[config.mk]
export PLATFORM = sky130hd
export DESIGN_NAME = vtrk_tracker
export DESIGN_NICKNAME = d
export VERILOG_FILES = /design/src/rtl/vtrk_pkg.sv /design/src/rtl/vtrk_bitmap.sv /design/src/rtl/vtrk_top_finder.sv /design/src/rtl/vtrk_tracker.sv
export SDC_FILE = /design/constraint.sdc
export NUM_CORES = 2
export LEC_CHECK = 0
export BUFFER_PORTS_ARGS = -buffer_cell sky130_fd_sc_hd__buf_2
export CORE_UTILIZATION = 45
export CTS_CLUSTER_SIZE = 20
export DETAILED_ROUTE_END_ITERATION = 7
export SYNTH_ARGS = -nofsm -noshare
export SYNTH_HDL_FRONTEND = slang
export SYNTH_HIERARCHICAL = 1
export SYNTH_SLANG_ARGS = --single-unit
[constraint.sdc]
create_clock -name clk -period 4.8 [get_ports clk]
set_input_delay 0.24 -clock clk [delete_from_list [all_inputs] [get_ports clk]]
set_output_delay 0.24 -clock clk [all_outputs]
set_load 0.005 [all_outputs]
[src/rtl/vtrk_pkg.sv]
package vtrk_pkg;
  localparam int NUM_SETS = 2;
  localparam logic SEL_REQ = 1'b0;
  localparam logic SEL_SRV = 1'b1;
endpackage

[src/rtl/vtrk_bitmap.sv]
module vtrk_bitmap #(
  parameter int WORDS  = 8,
  parameter int WORD_W = 32
) (
  input  logic                          clk,
  input  logic                          rst,
  input  logic                          set_en,
  input  logic [$clog2(WORDS*WORD_W)-1:0] set_vec,
  input  logic                          clr_en,
  input  logic [$clog2(WORDS*WORD_W)-1:0] clr_vec,
  input  logic [$clog2(WORDS*WORD_W)-1:0] tst_vec,
  input  logic [$clog2(WORDS)-1:0]      rd_word,
  output logic                          tst_bit,
  output logic [WORD_W-1:0]             rd_data,
  output logic [WORDS*WORD_W-1:0]       bits_flat
);
  localparam int TOTAL  = WORDS * WORD_W;
  localparam int VEC_W  = $clog2(TOTAL);
  localparam int BIT_W  = $clog2(WORD_W);

  logic [VEC_W-BIT_W-1:0] set_word, clr_word;
  logic [BIT_W-1:0]       set_bit, clr_bit;

  assign set_word = set_vec[VEC_W-1:BIT_W];
  assign set_bit  = set_vec[BIT_W-1:0];
  assign clr_word = clr_vec[VEC_W-1:BIT_W];
  assign clr_bit  = clr_vec[BIT_W-1:0];

  for (genvar w = 0; w < WORDS; w++) begin : g_word
    logic [WORD_W-1:0] word_q;
    logic [WORD_W-1:0] set_mask, clr_mask;

    always_comb begin
      set_mask = '0;
      clr_mask = '0;
      if (set_en && set_word == (VEC_W-BIT_W)'(w)) set_mask[set_bit] = 1'b1;
      if (clr_en && clr_word == (VEC_W-BIT_W)'(w)) clr_mask[clr_bit] = 1'b1;
    end

    // clear first, then set: a set of the same bit wins
    always_ff @(posedge clk) begin
      if (rst) word_q <= '0;
      else     word_q <= (word_q & ~clr_mask) | set_mask;
    end

    assign bits_flat[w*WORD_W +: WORD_W] = word_q;
  end

  assign rd_data = bits_flat[rd_word*WORD_W +: WORD_W];
  assign tst_bit = bits_flat[tst_vec];
endmodule

[src/rtl/vtrk_top_finder.sv]
module vtrk_top_finder #(
  parameter int WORDS  = 8,
  parameter int WORD_W = 32
) (
  input  logic                            clk,
  input  logic                            rst,
  input  logic [WORDS*WORD_W-1:0]         bits_flat,
  output logic [$clog2(WORDS*WORD_W)-1:0] top_q
);
  localparam int VEC_W  = $clog2(WORDS * WORD_W);
  localparam int BIT_W  = $clog2(WORD_W);
  localparam int WSEL_W = VEC_W - BIT_W;

  logic [WSEL_W-1:0] word_idx;
  logic [BIT_W-1:0]  bit_idx;
  logic [WORD_W-1:0] lead_word;

  // later (higher) words override earlier ones: same result as a top-down scan
  always_comb begin
    word_idx = '0;
    for (int w = 0; w < WORDS; w++) begin
      if (|bits_flat[w*WORD_W +: WORD_W]) word_idx = WSEL_W'(w);
    end
    lead_word = bits_flat[word_idx*WORD_W +: WORD_W];
    bit_idx = '0;
    for (int b = 0; b < WORD_W; b++) begin
      if (lead_word[b]) bit_idx = BIT_W'(b);
    end
  end

  always_ff @(posedge clk) begin
    if (rst) top_q <= '0;
    else     top_q <= {word_idx, bit_idx};
  end
endmodule

[src/rtl/vtrk_tracker.sv]
module vtrk_tracker #(
  parameter int WORDS  = 8,
  parameter int WORD_W = 32
) (
  input  logic                            clk,
  input  logic                            rst,
  input  logic                            set_en,
  input  logic                            set_sel,
  input  logic [$clog2(WORDS*WORD_W)-1:0] set_vec,
  input  logic                            clr_en,
  input  logic                            clr_sel,
  input  logic [$clog2(WORDS*WORD_W)-1:0] clr_vec,
  input  logic                            tst_sel,
  input  logic [$clog2(WORDS*WORD_W)-1:0] tst_vec,
  output logic                            tst_hit,
  input  logic                            rd_sel,
  input  logic [$clog2(WORDS)-1:0]        rd_word,
  output logic [WORD_W-1:0]               rd_data,
  output logic [$clog2(WORDS*WORD_W)-1:0] req_top,
  output logic [$clog2(WORDS*WORD_W)-1:0] srv_top
);
  import vtrk_pkg::*;
  localparam int TOTAL = WORDS * WORD_W;
  localparam int VEC_W = $clog2(TOTAL);

  logic [TOTAL-1:0]  bits_arr [NUM_SETS];
  logic [WORD_W-1:0] rd_arr   [NUM_SETS];
  logic              tst_arr  [NUM_SETS];
  logic [VEC_W-1:0]  top_arr  [NUM_SETS];

  for (genvar s = 0; s < NUM_SETS; s++) begin : g_set
    logic set_here, clr_here;
    assign set_here = set_en && (set_sel == 1'(s));
    assign clr_here = clr_en && (clr_sel == 1'(s));

    vtrk_bitmap #(.WORDS(WORDS), .WORD_W(WORD_W)) u_map (
      .clk       (clk),
      .rst       (rst),
      .set_en    (set_here),
      .set_vec   (set_vec),
      .clr_en    (clr_here),
      .clr_vec   (clr_vec),
      .tst_vec   (tst_vec),
      .rd_word   (rd_word),
      .tst_bit   (tst_arr[s]),
      .rd_data   (rd_arr[s]),
      .bits_flat (bits_arr[s])
    );

    vtrk_top_finder #(.WORDS(WORDS), .WORD_W(WORD_W)) u_top (
      .clk       (clk),
      .rst       (rst),
      .bits_flat (bits_arr[s]),
      .top_q     (top_arr[s])
    );
  end

  logic [TOTAL-1:0] req_bits, srv_bits;
  assign req_bits = bits_arr[SEL_REQ];
  assign srv_bits = bits_arr[SEL_SRV];

  assign tst_hit = tst_arr[tst_sel];
  assign rd_data = rd_arr[rd_sel];
  assign req_top = top_arr[SEL_REQ];
  assign srv_top = top_arr[SEL_SRV];
endmodule

; ---- Yosys cells after proc, flatten, opt, wreduce, memory -nomap -nowiden
; Cells that the tools add are included.
[word_totals]
register_bits = 528
[op_classes]
n_eq_ne = 14
mux = 122
shifts = 4
n_reduce_logical = 54
n_lt_le_gt_ge = 7
n_bitwise = 52
[op_table]
columns = operator, n
row1 = $mux 32, 35
row2 = $shiftx 256x9->32, 4
row3 = $and 32x32->32, 16
row4 = $not 32->32, 16
row5 = $or 32x32->32, 16
row6 = $reduce_or 32->1, 14
row7 = $mux 5, 32
row8 = $mux 4, 16
row9 = $mux 3, 16
row10 = $logic_and 1x1->1, 38
row11 = $eq 3x3->1 const B, 8
row12 = $bmux 1 s8, 2
row13 = $mux 2, 8
row14 = $eq 3x2->1 const B, 4
row15 = $lt 5x6->1 const B, 2
row16 = $mux 1, 11
row17 = $demux 1 s5, 2
row18 = $ge 5x1->1 const B, 2
row19 = $lt 8x9->1 const B, 1
row20 = $eq 3x1->1 const B, 2
row21 = $logic_not 3->1, 2
row22 = $ge 2x2->1 const B, 2
row23 = $not 1->2, 2
row24 = $not 1->1, 2

; ---- Logic depth before layout (Yosys ltp)
[logic_depth]
word_depth = 40
depth_mapped = 15

; ---- Cells and area by module
; Netlist, hierarchy kept.
[by_module_without_submodules]
columns = mod, cells_each, instances, area_per_inst_um2
row1 = vtrk_bitmap (g_set[1].u_map), 1574, 1, 13663.1
row2 = vtrk_bitmap (g_set[0].u_map), 1564, 1, 13593.0
row3 = vtrk_top_finder, 467, 2, 2996.6
row4 = vtrk_tracker, 41, 1, 580.6

; ---- Worst setup path after synthesis
; Ideal clock, no wire load.
[synth_timing]
path_type = reg-to-reg
from = register g_set[0].u_map.g_word[5].word_q[24]
to = register g_set[0].u_top.top_q[0]
arrival_ps = 3387
setup_slack_ps = 1342
path_stages_with_launch = 12
path_cell_list = dfxtp_1 -> nor4_1 -> nand4_1 -> a211oi_1 -> a211oi_4 -> nor2_2 -> mux2_1 -> a311o_1 -> a2111oi_2 -> or4b_1 -> o21ai_1 -> o2bb2ai_1
[synth_via]
elab_chain_len = 36
[synth_rtl]
columns = item, line_no
row1 = "start, declared", vtrk_bitmap.sv:30  ; logic [WORD_W-1:0] word_q;
row2 = "start signal, assigned", vtrk_bitmap.sv:43  ; else word_q <= (word_q & ~clr_mask) | set_mask;
row3 = $reduce_or 32->1, vtrk_top_finder.sv:22  ; if (|bits_flat[w*WORD_W +: WORD_W]) word_idx = WSEL_W'(w);
row4 = $mux 3 (3 in series), vtrk_top_finder.sv:22
row5 = $shiftx 256x9->32 (*), vtrk_top_finder.sv:24  ; lead_word = bits_flat[word_idx*WORD_W +: WORD_W];
row6 = $mux 1, vtrk_top_finder.sv:27  ; if (lead_word[b]) bit_idx = BIT_W'(b);
row7 = $mux 2 (2 in series), vtrk_top_finder.sv:27
row8 = $mux 3 (4 in series), vtrk_top_finder.sv:27
row9 = $mux 4 (8 in series), vtrk_top_finder.sv:27
row10 = $mux 5 (15 in series), vtrk_top_finder.sv:27
row11 = $mux 5 (*), vtrk_top_finder.sv:27
row12 = "end signal, assigned", vtrk_top_finder.sv:33  ; else top_q <= {word_idx, bit_idx};
row13 = "end, declared", vtrk_top_finder.sv:8  ; output logic [$clog2(WORDS*WORD_W)-1:0] top_q
; Mark *: on every way between the ends. The rest lies on a longest branch, timed or not.
; A chain may end at the register's enable or synchronous reset.

; ---- Worst setup path in the final report
[layout_timing]
from = register g_set[1].u_map.g_word[3].word_q[10]
to = register g_set[1].u_top.top_q[0]
[layout_via]
elab_chain_len = 38
[layout_rtl]
columns = item, line_no
row1 = "start, declared", vtrk_bitmap.sv:30
row2 = "start signal, assigned", vtrk_bitmap.sv:43
row3 = $reduce_or 32->1, vtrk_top_finder.sv:22
row4 = $mux 2, vtrk_top_finder.sv:22
row5 = $mux 3 (4 in series), vtrk_top_finder.sv:22
row6 = $shiftx 256x9->32 (*), vtrk_top_finder.sv:24
row7 = $mux 1, vtrk_top_finder.sv:27
row8 = $mux 2 (2 in series), vtrk_top_finder.sv:27
row9 = $mux 3 (4 in series), vtrk_top_finder.sv:27
row10 = $mux 4 (8 in series), vtrk_top_finder.sv:27
row11 = $mux 5 (15 in series), vtrk_top_finder.sv:27
row12 = $mux 5 (*), vtrk_top_finder.sv:27
row13 = "end signal, assigned", vtrk_top_finder.sv:33
row14 = "end, declared", vtrk_top_finder.sv:8
; Marks and branches as above.

==> results.json <==
{
  "status": "completed",
  "grt_max_degree": 131,
  "ioPinCount": 84,
  "num_rows": 100,
  "synthTopCellsByArea": "dfxtp_1, mux4_2, a21oi_1",
  "ys.flop_type": "dfxtp_1",
  "grtUsageMet2_pct": 67.7,
  "drt_iter0_drc": 6101,
  "ir_drop_uv": 275,
  "clockBufferDepth": 3,
  "worstMarginPinSlew_ps": 1410,
  "setup_viol": 0,
  "start_kind": "flip-flop",
  "synth_compound_gate_area_share_pct": 24.9,
  "first_pass_iters": 8,
  "yosysMostFrequentCell": "nand2_1",
  "synthMuxAreaShare_pct": 22.4,
  "place.gp.congestion": 1.07,
  "clock_sinks": 528,
  "skew_ps": 16.1,
  "drv_cap": 0,
  "fin_setup_tns_ps": 0,
  "hold_buffers": 0,
  "rsz0062_at_grt": "no",
  "required_ps": 5380,
  "power_density_mw_per_mm2": 293,
  "clock.fmax_mhz": 211,
  "cts_setup_buffers": 0,
  "synth_top_family_by_area": "compound AO/OA/AOI/OAI gates",
  "antenna_found_initial": 14,
  "synthesis.nets": 4148,
  "fin_crit_sh_pct": 98.9,
  "numCtsBuffers": 61,
  "hold_path_class": "input port to flip-flop",
  "clk_pin_slew_ps": 60,
  "routed-via-count": 37061,
  "grtUsageMet1_pct": 55.0,
  "worstPathMaxFanout": 18,
  "drive_gt1_share_pct": 17.7,
  "finalWirelength_mm": 175,
  "io_buffers": 83,
  "die_area_mm2": 0.0763,
  "synthAdderAreaFrac_pct": 0,
  "grt_overflow_total": 0,
  "yosysTopAreaCell": "dfxtp_1",
  "grt_use_met3_pct": 11.4,
  "wl_per_cell_um": 34.2,
  "finalHoldViolCount": 0,
  "seq_area_frac_synth_pct": 31.2,
  "synth_cell_type_count": 81,
  "start_util_pct": 45.4,
  "drv_slew": 0,
  "die_h_um": 276,
  "nets": 4128,
  "busiest_layer": "met2",
  "core_mm2": 0.0744,
  "grt_first_pass_wirelength_mm": 249,
  "syn_inst": 4113,
  "power_mw": 11.0,
  "synth_enable_flop_cells": 0,
  "netlist_area_mm2": 0.0338,
  "area_growth_pct": 11.0,
  "grt_pass1_vias": 33925,
  "whs_ps": 67.1,
  "synth.avg_cell_area_um2": 8.23,
  "vias_per_cell": 7.24,
  "timing.slew.headroom_pct": 5.90,
  "critPathKind": "flip-flop to flip-flop",
  "synth_xor_area_share_pct": 0,
  "worst_setup_path_end_kind": "flip-flop",
  "cts.htree.levels": 2,
  "insertion_delay_ps": 670,
  "synth_seq_cells": 528,
  "final_util_pct": 50.4,
  "drc_errors": 0,
  "drtAntennaViolNets": 0,
  "post_cts_resized": 0,
  "synth_warnings": 6,
  "dp_hpwl_mm": 121,
  "finalCriticalPeriod_ps": 4750,
  "synth-simple-area-share_pct": 16.9,
  "die_x_um": 276,
  "synth_top_area_share_pct": 31.2,
  "cp.arrival_ps": 5330,
  "clock-root-buffer": "clkbuf_16",
  "async_flop_share_pct": 0,
  "grt_use_total_pct": 44.3,
  "cts_tree": "done",
  "p_leak_nw": 12.6,
  "synthTopCellsByCount": "nand2_1, a21oi_1, o21ai_0"
}
==> final cells by class <==
class                           instances  area (um^2)
Fill cell                            7184        36900
Tap cell                              969         1210
Timing Repair Buffer                  239         1710
Clock inverter                         21          206
Sequential cell                       528        10600
Antenna cell                            7         17.5
Clock buffer                           89         1860
Inverter                               23         86.3
Multi-Input combinational cell       3240        21900
==> worst paths after layout <==
check / startpoint / to / slack (ps) / cells after the start
max reg2reg: g_set[1].u_map/g_word[3].word_q[10]$_SDFF_PP0_ / g_set[1].u_top/top_q[0]$_SDFF_PP0_ / 50 / 12
max: g_set[1].u_map/g_word[3].word_q[10]$_SDFF_PP0_ / g_set[1].u_top/top_q[0]$_SDFF_PP0_ / 50 / 12
min reg2reg: g_set[1].u_map/g_word[0].word_q[2]$_SDFF_PP0_ / g_set[1].u_map/g_word[0].word_q[2]$_SDFF_PP0_ / 510 / 2
min: rst / g_set[0].u_map/g_word[1].word_q[0]$_SDFF_PP0_ / 70 / 2
==> report_power, final <==
group / internal, mW / switching, mW / total, mW
Combinational: 0.492 / 1.16 / 1.65
Sequential: 4.42 / 0.0391 / 4.46
Clock: 2.83 / 2.07 / 4.91
==> placed cells by master, fill, tap and decap left out, types with 12 or more instances in the layout <==
cell type,Yosys,layout
mux4_2,206,206
nand2_1,669,664
nand3_1,93,93
mux2_2,94,94
a221oi_1,28,28
nand3b_1,12,12
a31oi_1,24,24
buf_4,20,151
and3_1,17,17
mux2_4,31,31
mux2i_1,133,133
and2_1,16,16
clkbuf_16,0,63
dfxtp_1,528,528
nand2b_1,21,21
nor4_1,130,129
nor2b_1,23,19
o22ai_1,42,42
nand4_1,25,25
a211oi_1,19,19
clkbuf_8,0,20
o21ai_0,621,621
buf_2,36,77
a21oi_1,656,656
nor2_1,144,128
nor2_4,0,12
inv_1,23,23
nor3_1,20,16
or3_1,18,18
==> sequential cells by signal, summed over array words and instances (netlist names) <==
| signal | flops |
|---|---|
| g_set.u_top/top_q | 16 |
| g_set.u_map/g_word.word_q | 512 |
==> routing by layer <==
| metal | vias up | share of wire (%) | routed length [um] |
|---|---|---|---|
| met4 | 12 | 8.4 | 14700 |
| li1 | 15378 | - | - |
| met1 | 17934 | 36 | 63500 |
| met3 | 791 | 12 | 21000 |
| met5 | - | 0.043 | 75 |
| met2 | 2946 | 43 | 75900 |
==> worst max-delay path: stages (launching register included) <==
cell	delay [ps]
dfxtp_1	440
nor4_2	570
nand4_1	270
or4_1	700
a21boi_4	280
buf_4	320
a21oi_1	120
o21ai_1	390
a21oi_1	180
a2111oi_2	540
or4b_1	490
o21ai_1	220
o2bb2ai_1	140
==> through the flow <==
stage | instances | setup slack (ps) | cell area, um^2
3_3_place_gp | 4999 | 40.1 | 35400
5_1_grt | 5110 | 128 | 37500
6_report | 5116 | 50.5 | 37500
4_1_cts | 5109 | 68.8 | 37500
2_1_floorplan | 4113 | 1340 | 33800
3_5_place_dp | 4999 | 78.8 | 35400
==> logic make-up after synthesis <==
| group | Yosys count |
|---|---|
| simple gates | 1241 |
| buf+inv | 345 |
| flops | 528 |
| compound gates | 1527 |
| mux | 472 |
(Power assumes the default switching activity.)
